File: src/rtl/spi_reg_pkg.sv
package spi_reg_pkg;

    localparam int SPI_ADDR_W = 7;
    localparam int SPI_DATA_W = 32;

    // Transaction phase: expecting command, receiving write words, sending read words
    typedef enum logic [1:0] {
        PH_CMD = 2'd0,
        PH_WR  = 2'd1,
        PH_RD  = 2'd2
    } phase_e;

endpackage

File: src/rtl/spi_sync.sv
module spi_sync #(
    parameter int              WIDTH   = 3,
    parameter int              STAGES  = 2,
    parameter logic [WIDTH-1:0] RST_VAL = '1
) (
    input  logic             clk,
    input  logic             rst_n,
    input  logic [WIDTH-1:0] async_in,
    output logic [WIDTH-1:0] sync_out
);

    logic [WIDTH-1:0] stage_q [STAGES];

    always_ff @(posedge clk or negedge rst_n) begin
        if (!rst_n) begin
            for (int s = 0; s < STAGES; s++) begin
                stage_q[s] <= RST_VAL;
            end
        end else begin
            stage_q[0] <= async_in;
            for (int s = 1; s < STAGES; s++) begin
                stage_q[s] <= stage_q[s-1];
            end
        end
    end

    assign sync_out = stage_q[STAGES-1];

endmodule

File: src/rtl/spi_edge.sv
module spi_edge (
    input  logic clk,
    input  logic rst_n,
    input  logic sck_s,
    input  logic cs_n_s,
    output logic sck_rise,
    output logic sck_fall,
    output logic sel,
    output logic sel_prev
);

    typedef struct packed {
        logic sck;
        logic sel;
    } edge_t;

    edge_t edge_d, edge_q;

    always_comb begin
        edge_d     = edge_q;
        edge_d.sck = sck_s;
        edge_d.sel = ~cs_n_s;
    end

    always_ff @(posedge clk or negedge rst_n) begin
        if (!rst_n) begin
            edge_q <= '{sck: 1'b1, sel: 1'b0};
        end else begin
            edge_q <= edge_d;
        end
    end

    assign sck_rise = sck_s & ~edge_q.sck;
    assign sck_fall = ~sck_s & edge_q.sck;
    assign sel      = ~cs_n_s;
    assign sel_prev = edge_q.sel;

endmodule

File: src/rtl/spi_reg_core.sv
module spi_reg_core
    import spi_reg_pkg::*;
#(
    parameter int ADDR_W = SPI_ADDR_W,
    parameter int DATA_W = SPI_DATA_W
) (
    input  logic              clk,
    input  logic              rst_n,
    input  logic              sck_rise,
    input  logic              sck_fall,
    input  logic              sel,
    input  logic              sel_prev,
    input  logic              mosi_s,
    input  logic [DATA_W-1:0] rd_data,
    output logic              miso,
    output logic              wr_en,
    output logic [ADDR_W-1:0] wr_addr,
    output logic [DATA_W-1:0] wr_data,
    output logic              rd_req,
    output logic [ADDR_W-1:0] rd_addr
);

    localparam int              CMD_BITS  = ADDR_W + 1;
    localparam int              CNT_W     = $clog2(DATA_W);
    localparam logic [CNT_W-1:0] CMD_LAST  = CNT_W'(CMD_BITS - 1);
    localparam logic [CNT_W-1:0] WORD_LAST = CNT_W'(DATA_W - 1);

    typedef struct packed {
        phase_e            phase;
        logic [CNT_W-1:0]  cnt;
        logic [ADDR_W-1:0] addr;
        logic [DATA_W-1:0] rx_sh;
        logic [DATA_W-1:0] tx_sh;
        logic              miso;
        logic              wr_en;
        logic [ADDR_W-1:0] wr_addr;
        logic [DATA_W-1:0] wr_data;
    } core_t;

    localparam core_t CORE_RST = '{
        phase:   PH_CMD,
        cnt:     '0,
        addr:    '0,
        rx_sh:   '0,
        tx_sh:   '0,
        miso:    1'b1,
        wr_en:   1'b0,
        wr_addr: '0,
        wr_data: '0
    };

    core_t st_d, st_q;
    logic [DATA_W-1:0] sh_in;

    always_comb begin
        st_d       = st_q;
        st_d.wr_en = 1'b0;
        rd_req     = 1'b0;
        rd_addr    = st_q.addr;
        sh_in      = {st_q.rx_sh[DATA_W-2:0], mosi_s};

        // Sampling edge: counts when the transaction was active in the previous cycle
        if (sck_rise && sel_prev) begin
            st_d.rx_sh = sh_in;
            if (st_q.phase == PH_CMD) begin
                if (st_q.cnt == CMD_LAST) begin
                    st_d.cnt  = '0;
                    st_d.addr = sh_in[ADDR_W-1:0];
                    if (sh_in[ADDR_W]) begin
                        st_d.phase = PH_RD;
                        rd_req     = 1'b1;
                        rd_addr    = sh_in[ADDR_W-1:0];
                        st_d.tx_sh = rd_data;
                    end else begin
                        st_d.phase = PH_WR;
                    end
                end else begin
                    st_d.cnt = st_q.cnt + 1'b1;
                end
            end else begin
                if (st_q.cnt == WORD_LAST) begin
                    st_d.cnt  = '0;
                    st_d.addr = st_q.addr + 1'b1;
                    if (st_q.phase == PH_WR) begin
                        st_d.wr_en   = 1'b1;
                        st_d.wr_addr = st_q.addr;
                        st_d.wr_data = sh_in;
                    end else begin
                        rd_req     = 1'b1;
                        rd_addr    = st_q.addr + 1'b1;
                        st_d.tx_sh = rd_data;
                    end
                end else begin
                    st_d.cnt = st_q.cnt + 1'b1;
                end
            end
        end

        // Launch edge: present the next read bit to the host
        if (sck_fall && sel && st_q.phase == PH_RD) begin
            st_d.miso  = st_q.tx_sh[DATA_W-1];
            st_d.tx_sh = {st_q.tx_sh[DATA_W-2:0], 1'b0};
        end

        // Chip select high: back to idle, partial words dropped
        if (!sel) begin
            st_d.phase = PH_CMD;
            st_d.cnt   = '0;
            st_d.miso  = 1'b1;
        end
    end

    always_ff @(posedge clk or negedge rst_n) begin
        if (!rst_n) begin
            st_q <= CORE_RST;
        end else begin
            st_q <= st_d;
        end
    end

    assign miso    = st_q.miso;
    assign wr_en   = st_q.wr_en;
    assign wr_addr = st_q.wr_addr;
    assign wr_data = st_q.wr_data;

endmodule

File: src/rtl/spi_reg_slave.sv
module spi_reg_slave
    import spi_reg_pkg::*;
#(
    parameter int ADDR_W      = SPI_ADDR_W,
    parameter int DATA_W      = SPI_DATA_W,
    parameter int SYNC_STAGES = 2
) (
    input  logic              clk,
    input  logic              rst_n,
    input  logic              spi_sck,
    input  logic              spi_cs_n,
    input  logic              spi_mosi,
    output logic              spi_miso,
    output logic              reg_wr_en,
    output logic [ADDR_W-1:0] reg_wr_addr,
    output logic [DATA_W-1:0] reg_wr_data,
    output logic              reg_rd_req,
    output logic [ADDR_W-1:0] reg_rd_addr,
    input  logic [DATA_W-1:0] reg_rd_data
);

    localparam int LINES = 3;

    logic [LINES-1:0] pins_s;
    logic sck_rise, sck_fall, sel, sel_prev;

    spi_sync #(
        .WIDTH  (LINES),
        .STAGES (SYNC_STAGES),
        .RST_VAL({LINES{1'b1}})
    ) i_sync (
        .clk     (clk),
        .rst_n   (rst_n),
        .async_in({spi_sck, spi_cs_n, spi_mosi}),
        .sync_out(pins_s)
    );

    spi_edge i_edge (
        .clk     (clk),
        .rst_n   (rst_n),
        .sck_s   (pins_s[2]),
        .cs_n_s  (pins_s[1]),
        .sck_rise(sck_rise),
        .sck_fall(sck_fall),
        .sel     (sel),
        .sel_prev(sel_prev)
    );

    spi_reg_core #(
        .ADDR_W(ADDR_W),
        .DATA_W(DATA_W)
    ) i_core (
        .clk     (clk),
        .rst_n   (rst_n),
        .sck_rise(sck_rise),
        .sck_fall(sck_fall),
        .sel     (sel),
        .sel_prev(sel_prev),
        .mosi_s  (pins_s[0]),
        .rd_data (reg_rd_data),
        .miso    (spi_miso),
        .wr_en   (reg_wr_en),
        .wr_addr (reg_wr_addr),
        .wr_data (reg_wr_data),
        .rd_req  (reg_rd_req),
        .rd_addr (reg_rd_addr)
    );

endmodule

File: config.mk
export PLATFORM = sky130hd
export DESIGN_NAME = spi_reg_slave
export DESIGN_NICKNAME = d
export VERILOG_FILES = /design/src/rtl/spi_reg_pkg.sv /design/src/rtl/spi_sync.sv /design/src/rtl/spi_edge.sv /design/src/rtl/spi_reg_core.sv /design/src/rtl/spi_reg_slave.sv
export SDC_FILE = /design/constraint.sdc
export NUM_CORES = 1
export LEC_CHECK = 0
export BUFFER_PORTS_ARGS = -buffer_cell sky130_fd_sc_hd__buf_2
export CAP_MARGIN = 25
export CORE_MARGIN = 2
export CORE_UTILIZATION = 50
export DETAILED_ROUTE_END_ITERATION = 10
export HOLD_SLACK_MARGIN = 0.06
export PLACE_DENSITY = 0.71
export SLEW_MARGIN = 20
export SYNTH_ARGS = -nofsm -noshare
export SYNTH_HDL_FRONTEND = slang
export SYNTH_HIERARCHICAL = 1
export SYNTH_SLANG_ARGS = --single-unit
File: constraint.sdc
create_clock -name clk -period 2.6 [get_ports clk]
set_clock_uncertainty 0.15 [all_clocks]
set_input_delay 0 -clock clk [delete_from_list [all_inputs] [get_ports clk]]
set_output_delay 0 -clock clk [all_outputs]
set_load 0.01 [all_outputs]
==> results.py, run 1 <==
metrics = {
    "run_status": {
        "outcome": "complete, no violations",
    },
    "setup_path": {
        "critPathTopFamily": "simple AND/OR/NAND/NOR gates",
        "worstPathRequired_ns": 2.45,
        "start_kind": "flip-flop",
        "crit_path_cell_trace": "nor2b_2, nand2_2, nor4_4, a211oi_1, a311oi_1, buf_2",
        "regToRegEndpoint": "i_core/st_q[42]",
        "worstPathBufferInverterCount": 1,
        "cp_slowest_cell": "dfstp_2",
        "crit_type": "reg2out",
        "cp_max_fo": 6,
        "cp_slowest_stage_delay_ns": 0.53,
        "end_kind": "output port",
        "r2r-start": "i_sync/sync_out[2]",
        "reg2reg_slack_ns": 0.16,
        "rr_worst_depth": 5,
        "arrival_ns": 2.36,
    },
    "global_route": {
        "gr-usage-all-layers": 0.206,
        "antenna_found_initial": 0,
        "grt_overflow_total": 0,
        "grt_max_degree": 43,
        "grt_pass1_wl_mm": 21.0,
        "grt_pass1_vias": 4222,
    },
    "floorplan": {
        "die_y_um": 114,
        "core_sq_um": 11900,
        "die_area_sq_um": 13000,
        "ioPinCount": 86,
        "fp-row-count": 40,
        "start_util": 0.508,
        "die_x_um": 114,
    },
    "logic_synthesis": {
        "synthCells": 574,
        "ys_seq_area_frac": 0.522,
        "synth_nets": 614,
        "mappedNetlistArea_sq_um": 6050,
        "synth_cell_type_count": 45,
        "synth_area_per_cell_sq_um": 10.5,
        "yosys_warnings": 6,
        "ys_ff_latch": 126,
    },
    "layout": {
        "drive_gt1_frac": 0.338,
        "fillers": 911,
        "fin_util": 0.621,
        "synthToLayoutAreaGrowth_pct": 22.2,
        "stdcell_count": 816,
        "diodes": 0,
        "final_nets": 696,
    },
    "route": {
        "vias_per_cell": 5.31,
        "routed_wl_mm": 12.7,
        "antenna_left": 0,
        "dr_total_vias": 4332,
        "drt_iter0_drc": 277,
        "firstDrtPassIters": 4,
        "drcViolationCount": 0,
        "wl_per_cell_um": 15.6,
    },
    "min_path": {
        "whs_endpoint": "i_sync/stage_q[4]",
        "hold-path-cell-count": 2,
        "min-delay-start": "spi_cs_n",
        "hold_path.class": "in2reg",
    },
    "cts": {
        "htreeDepth": 4,
        "cts_root_buffer": "clkbuf_16",
        "cts_inserted_buffers": 17,
        "clk_latency_ns": 0.41,
        "clock_path_buffers": 2,
        "path_clk_slew_ns": 0.06,
        "cts_sinks": 126,
        "cts_tree": "built",
    },
    "timing": {
        "hold_viol": 0,
        "setup_viol": 0,
        "period_needed_ns": 2.51,
        "finalMaxSlewViolations": 0,
        "fmax_ghz": 0.398,
        "finalCritPeriodShare": 0.967,
        "relSlewSlack": 0.601,
        "tightest_slew_ns": 0.598,
        "fin_ws_ns": 0.0854,
    },
    "power_and_ir_drop": {
        "power_uw": 4870,
        "p_leak_uw": 0.00369,
        "powerDensity_nw_per_um2": 658,
        "vdd_drop_max_mv": 0.424,
    },
    "placed_design": {
        "dp_slack_ns": 0.129,
        "io_buffers": 85,
        "dp_cells": 743,
        "gp_congestion": 0.856,
        "dp_hpwl_mm": 7.63,
    },
    "run": {
        "maxCapViolCount": 0,
    },
}
-- worst register-to-register path: cells and delay by family, from the launching register on --
kind / cells / cell delay (ns)
and+or+nand+nor: 2 / 0.53
muxes: 1 / 0.42
DFF: 1 / 0.53
AOI/OAI and AO/OA: 2 / 0.70
-- final cells by class --
class                      instances  area [sq um]  area share
clock buffer                      19           443      0.0599
clock inverter                    13           209      0.0282
inverter                           1          3.75    0.000507
multi-input combinational        373          2450       0.331
sequential                       126          3160       0.428
tap                              147           184      0.0249
timing repair buffer             137           948       0.128
-- repair_timing --
item	CTS	global route
resized for setup	3	7
buffers inserted	0	2
cloned	0	1
pin swaps	0	4
setup endpoints to repair	5	8
hold buffers	38	0
endpoints found under the hold margin	153	0
-- registers in the layout, summed over array words and instances (netlist names) --
signal	flops
i_edge/sel_prev	1
i_core/wr_en	1
i_core/miso	1
i_edge/edge_q	1
i_core/wr_addr	7
i_core/st_q	46
i_core/sh_in	31
i_sync/sync_out	3
i_core/wr_data	32
i_sync/stage_q	3
-- kinds of logic (layout without fill, tap and decap cells) --
kind of cell	after synthesis	count (layout)	share of synthesized area
mux	77	77	0.161
flops	126	126	0.522
buf+inv	76	170	0.0825
fa+ha+maj	3	3	0.00620
compound gates	75	75	0.0779
simple gates	217	218	0.150
-- worst max-delay path by stage --
| stage | from | end | slack [ns] | depth (start not counted) |
|---|---|---|---|---|
| 3_3_place_gp | i_sync/sync_out[2] | i_core/st_q[41] | 0.20 | 5 |
| 4_1_cts | i_sync/sync_out[2] | reg_rd_addr[3] | 0.01 | 6 |
| 5_1_grt | i_sync/sync_out[2] | reg_rd_addr[3] | -0.02 | 6 |
| 6_report | i_sync/sync_out[2] | reg_rd_addr[3] | 0.09 | 6 |
| 2_1_floorplan | i_core/st_q[112] | i_core/st_q[43] | 0.46 | 7 |
| 3_5_place_dp | i_sync/sync_out[2] | i_core/st_q[42] | 0.13 | 5 |
-- cells in the mapped netlist (all sizes together) --
| cell type | instances | area, sq um |
|---|---|---|
| inv | 1 | 3.75 |
| and4bb | 1 | 12.5 |
| o22a | 2 | 26.3 |
| o21ai | 42 | 210 |
| a311oi | 3 | 26.3 |
| nand4bb | 1 | 11.3 |
| and4 | 1 | 8.76 |
| nor3 | 3 | 15.0 |
| a21o | 1 | 7.51 |
| and3 | 3 | 18.8 |
| dfstp | 8 | 210 |
| or2 | 1 | 6.26 |
| o221a | 2 | 22.5 |
| a22oi | 3 | 22.5 |
| nand4 | 1 | 6.26 |
| o31ai | 1 | 7.51 |
| ha | 3 | 37.5 |
| o21a | 2 | 15.0 |
| buf | 62 | 447 |
| a21oi | 4 | 20.0 |
| and2b | 1 | 8.76 |
| nand2b | 8 | 50.1 |
| and4b | 1 | 13.8 |
| dfrtp | 118 | 2950 |
| o22ai | 2 | 12.5 |
| nor4 | 2 | 12.5 |
| and2 | 2 | 12.5 |
| nor2b | 3 | 18.8 |
| nor2 | 14 | 52.6 |
| o32ai | 1 | 8.76 |
| nand2 | 170 | 638 |
| a31oi | 2 | 12.5 |
| o211ai | 1 | 7.51 |
| a32o | 1 | 10.0 |
| mux2i | 6 | 60.1 |
| a211oi | 4 | 30.0 |
| nand3 | 5 | 25.0 |
| a21boi | 2 | 15.0 |
| mux2 | 71 | 912 |
| clkbuf | 13 | 48.8 |
| a2bb2oi | 2 | 17.5 |
-- per-stage QoR --
step	setup TNS (ns)	hold WS (ns)	instance area (sq um)
after floorplan	0	-0.446	6050
after global placement	0	-0.125	6290
after detailed placement	0	-0.116	6290
after CTS	0	0.0694	7340
after global routing	-0.0201	0.0769	7400
final	0	0.0828	7400
-- routing by layer --
layer	vias to the layer above	wire length [um]	global-route usage
met3	23	686	0.0521
met4	0	244	0.0789
met5	-	0	0
met2	144	6090	0.325
met1	2112	5680	0.277
li1	2053	-	-
-- cells in the final DEF, fill, tap and decap left out, types with 3 or more instances in the layout --
cell and n:
nand2b_1 8, nand3_1 5, mux2_2 41, and3_1 3, o21ai_0 42, buf_4 13
mux2i_1 6, a311oi_1 3, clkinvlp_4 3, dlygate4sd3_1 37, clkbuf_16 17, a21oi_1 4
nor2_1 14, dfstp_2 8, nand2_1 169, buf_2 84, inv_6 3, buf_12 3
mux2_4 30, bufinv_16 5, a211oi_1 4, dfrtp_1 118, a22oi_1 3
-- report_power, final --
part	leakage (uW)	switching [uW]	internal, uW
Clock	0.000310	858	1730
Sequential	0.00172	55.3	2010
Combinational	0.00165	118	103
Note: power is estimated with default switching activity, not from simulation.
==> run 2: changes to the inputs <==
Settings changed: PLACE_DENSITY 0.71 to 0.79.
Clock period 2.6 ns to 3.1 ns, I/O delays scaled along.
==> results.py, run 2 (synthesized netlist as in run 1, its figures left out) <==
metrics = {
    "setup_path": {
        "crit_type": "reg2out",
        "start_kind": "flip-flop",
        "worstPathRequired_ns": 2.95,
        "arrival_ns": 2.72,
        "end_kind": "output port",
        "cp_max_fo": 46,
    },
    "cts": {
        "htreeDepth": 4,
        "post_cts_resized": 0,
        "post_cts.repair.setup_buffers": 0,
        "cts_root_buffer": "clkbuf_16",
        "clk_latency_ns": 0.42,
        "cts_tree": "built",
        "cts_sinks": 126,
        "clock_path_buffers": 2,
        "hold_buffers": 38,
        "cts_inserted_buffers": 17,
        "path_clk_slew_ns": 0.05,
    },
    "power_and_ir_drop": {
        "combPwrFrac": 0.045,
        "powerDensity_nw_per_um2": 554,
        "p_int_uw": 3210,
        "power.switching_uw": 837,
        "vdd_drop_max_mv": 0.317,
        "p_seq_frac": 0.427,
        "power.share.clock": 0.528,
        "p_leak_uw": 0.00367,
        "p_sw_frac": 0.207,
    },
    "floorplan": {
        "die_y_um": 114,
        "die_area_sq_um": 13000,
        "core_sq_um": 11900,
        "die_x_um": 114,
        "ioPinCount": 86,
        "fp-row-count": 40,
        "start_util": 0.508,
    },
    "global_route": {
        "grt_overflow_total": 0,
        "gr-usage-all-layers": 0.202,
        "grt_pass1_wl_mm": 20.7,
        "grt_max_degree": 65,
        "antenna_found_initial": 0,
        "grt_pass1_vias": 4210,
    },
    "placed_design": {
        "gp_congestion": 0.869,
        "io_buffers": 85,
        "dp_cells": 742,
        "dp_hpwl_mm": 7.53,
    },
    "route": {
        "dr_total_vias": 4327,
        "antenna_left": 0,
        "wl_per_cell_um": 15.3,
        "vias_per_cell": 5.33,
        "drt_iter0_drc": 253,
        "routed_wl_mm": 12.4,
        "firstDrtPassIters": 4,
        "drcViolationCount": 0,
    },
    "layout": {
        "final_nets": 692,
        "fillers": 944,
        "regMostFlops": "i_core/st_q",
        "final_common_cell": "nand2_1",
        "stdcell_count": 812,
        "multi_input_area_sq_um": 2400,
        "seq_area_sq_um": 3160,
        "synthToLayoutAreaGrowth_pct": 20.5,
        "diodes": 0,
        "drive_gt1_frac": 0.323,
        "largest_reg_flops": 46,
        "final_cell_mix": "nand2_1 (170), dfrtp_1 (118), buf_2 (84)",
    },
    "min_path": {
        "hold_path.class": "in2reg",
    },
    "timing": {
        "setup_viol": 0,
        "fin_setup_tns_ns": 0,
        "relSlewSlack": 0.598,
        "finalCritPeriodShare": 0.925,
        "finalMaxSlewViolations": 0,
        "period_needed_ns": 2.87,
        "rsz0062_at_grt": "no",
        "fmax_ghz": 0.349,
        "tightest_slew_ns": 0.604,
        "hold_viol": 0,
    },
    "run_status": {
        "outcome": "complete, no violations",
    },
    "run": {
        "maxCapViolCount": 0,
    },
}
==> run 2: changes by cell type in the layout (fill, tap and decap cells not counted), sizes merged <==
cell	before	now
clkinv	2	6
clkbuf	19	20
inv	4	1
and4	2	1
buf	100	97
clkinvlp	3	1
==> run 2: metal layers <==
metal  track usage  wire (um)  up-vias
met2         0.317       6030      136
met5             0          0        -
li1              -          -     2043
met4        0.0829        291        0
met1         0.265       5480     2116
met3        0.0579        633       32
==> run 2: final timing paths <==
| check | startpoint | endpoint | slack [ns] | cells past startpoint |
|---|---|---|---|---|
| min reg2reg | i_sync/stage_q[4] | i_sync/sync_out[1] | 0.20 | 0 |
| max in group asynchronous | rst_n | i_sync/stage_q[4] | 1.83 | 4 |
| min | spi_cs_n | i_sync/stage_q[4] | 0.07 | 2 |
| max reg2reg | i_core/st_q[112] | i_core/st_q[42] | 0.64 | 6 |
| min in group asynchronous | rst_n | i_core/wr_en | 0.56 | 4 |
| max | i_sync/sync_out[2] | reg_rd_addr[1] | 0.23 | 6 |
==> run 2: metrics by stage <==
stage	setup WS (ns)	hold WS, ns	power (uW)	utilization	cell area [sq um]
global route	0.0546	0.0806	4180	0.613	7300
floorplan	0.959	-0.446	1810	-	6050
detailed placement	0.648	-0.0775	1890	0.526	6260
global placement	0.701	-0.0861	1880	0.526	6260
finish	0.233	0.0712	4040	0.613	7300
CTS	0.233	0.0614	4070	0.613	7300
==> run 2: power by group through the flow <==
stage	clock network, uW	registers (uW)	logic [uW]
floorplan	0	1740	70.0
global placement	0	1750	132
detailed placement	0	1750	139
CTS	2170	1730	180
global route	2250	1730	206
finish	2140	1730	181
==> run 2: cell type report <==
cell class	instances	area share
Timing Repair Buffer	134	0.125
Multi-Input combinational cell	372	0.329
Clock buffer	20	0.0612
Tap cell	147	0.0252
Inverter	1	0.000514
Clock inverter	12	0.0262
Sequential cell	126	0.434
==> run 2: worst max-delay path: stages (launching register included) <==
cell     delay [ns]
dfstp_2        0.53
nor2b_1        0.24
and2_2         0.21
buf_4          0.42
nand4_1        0.40
o221a_2        0.36
buf_2          0.13
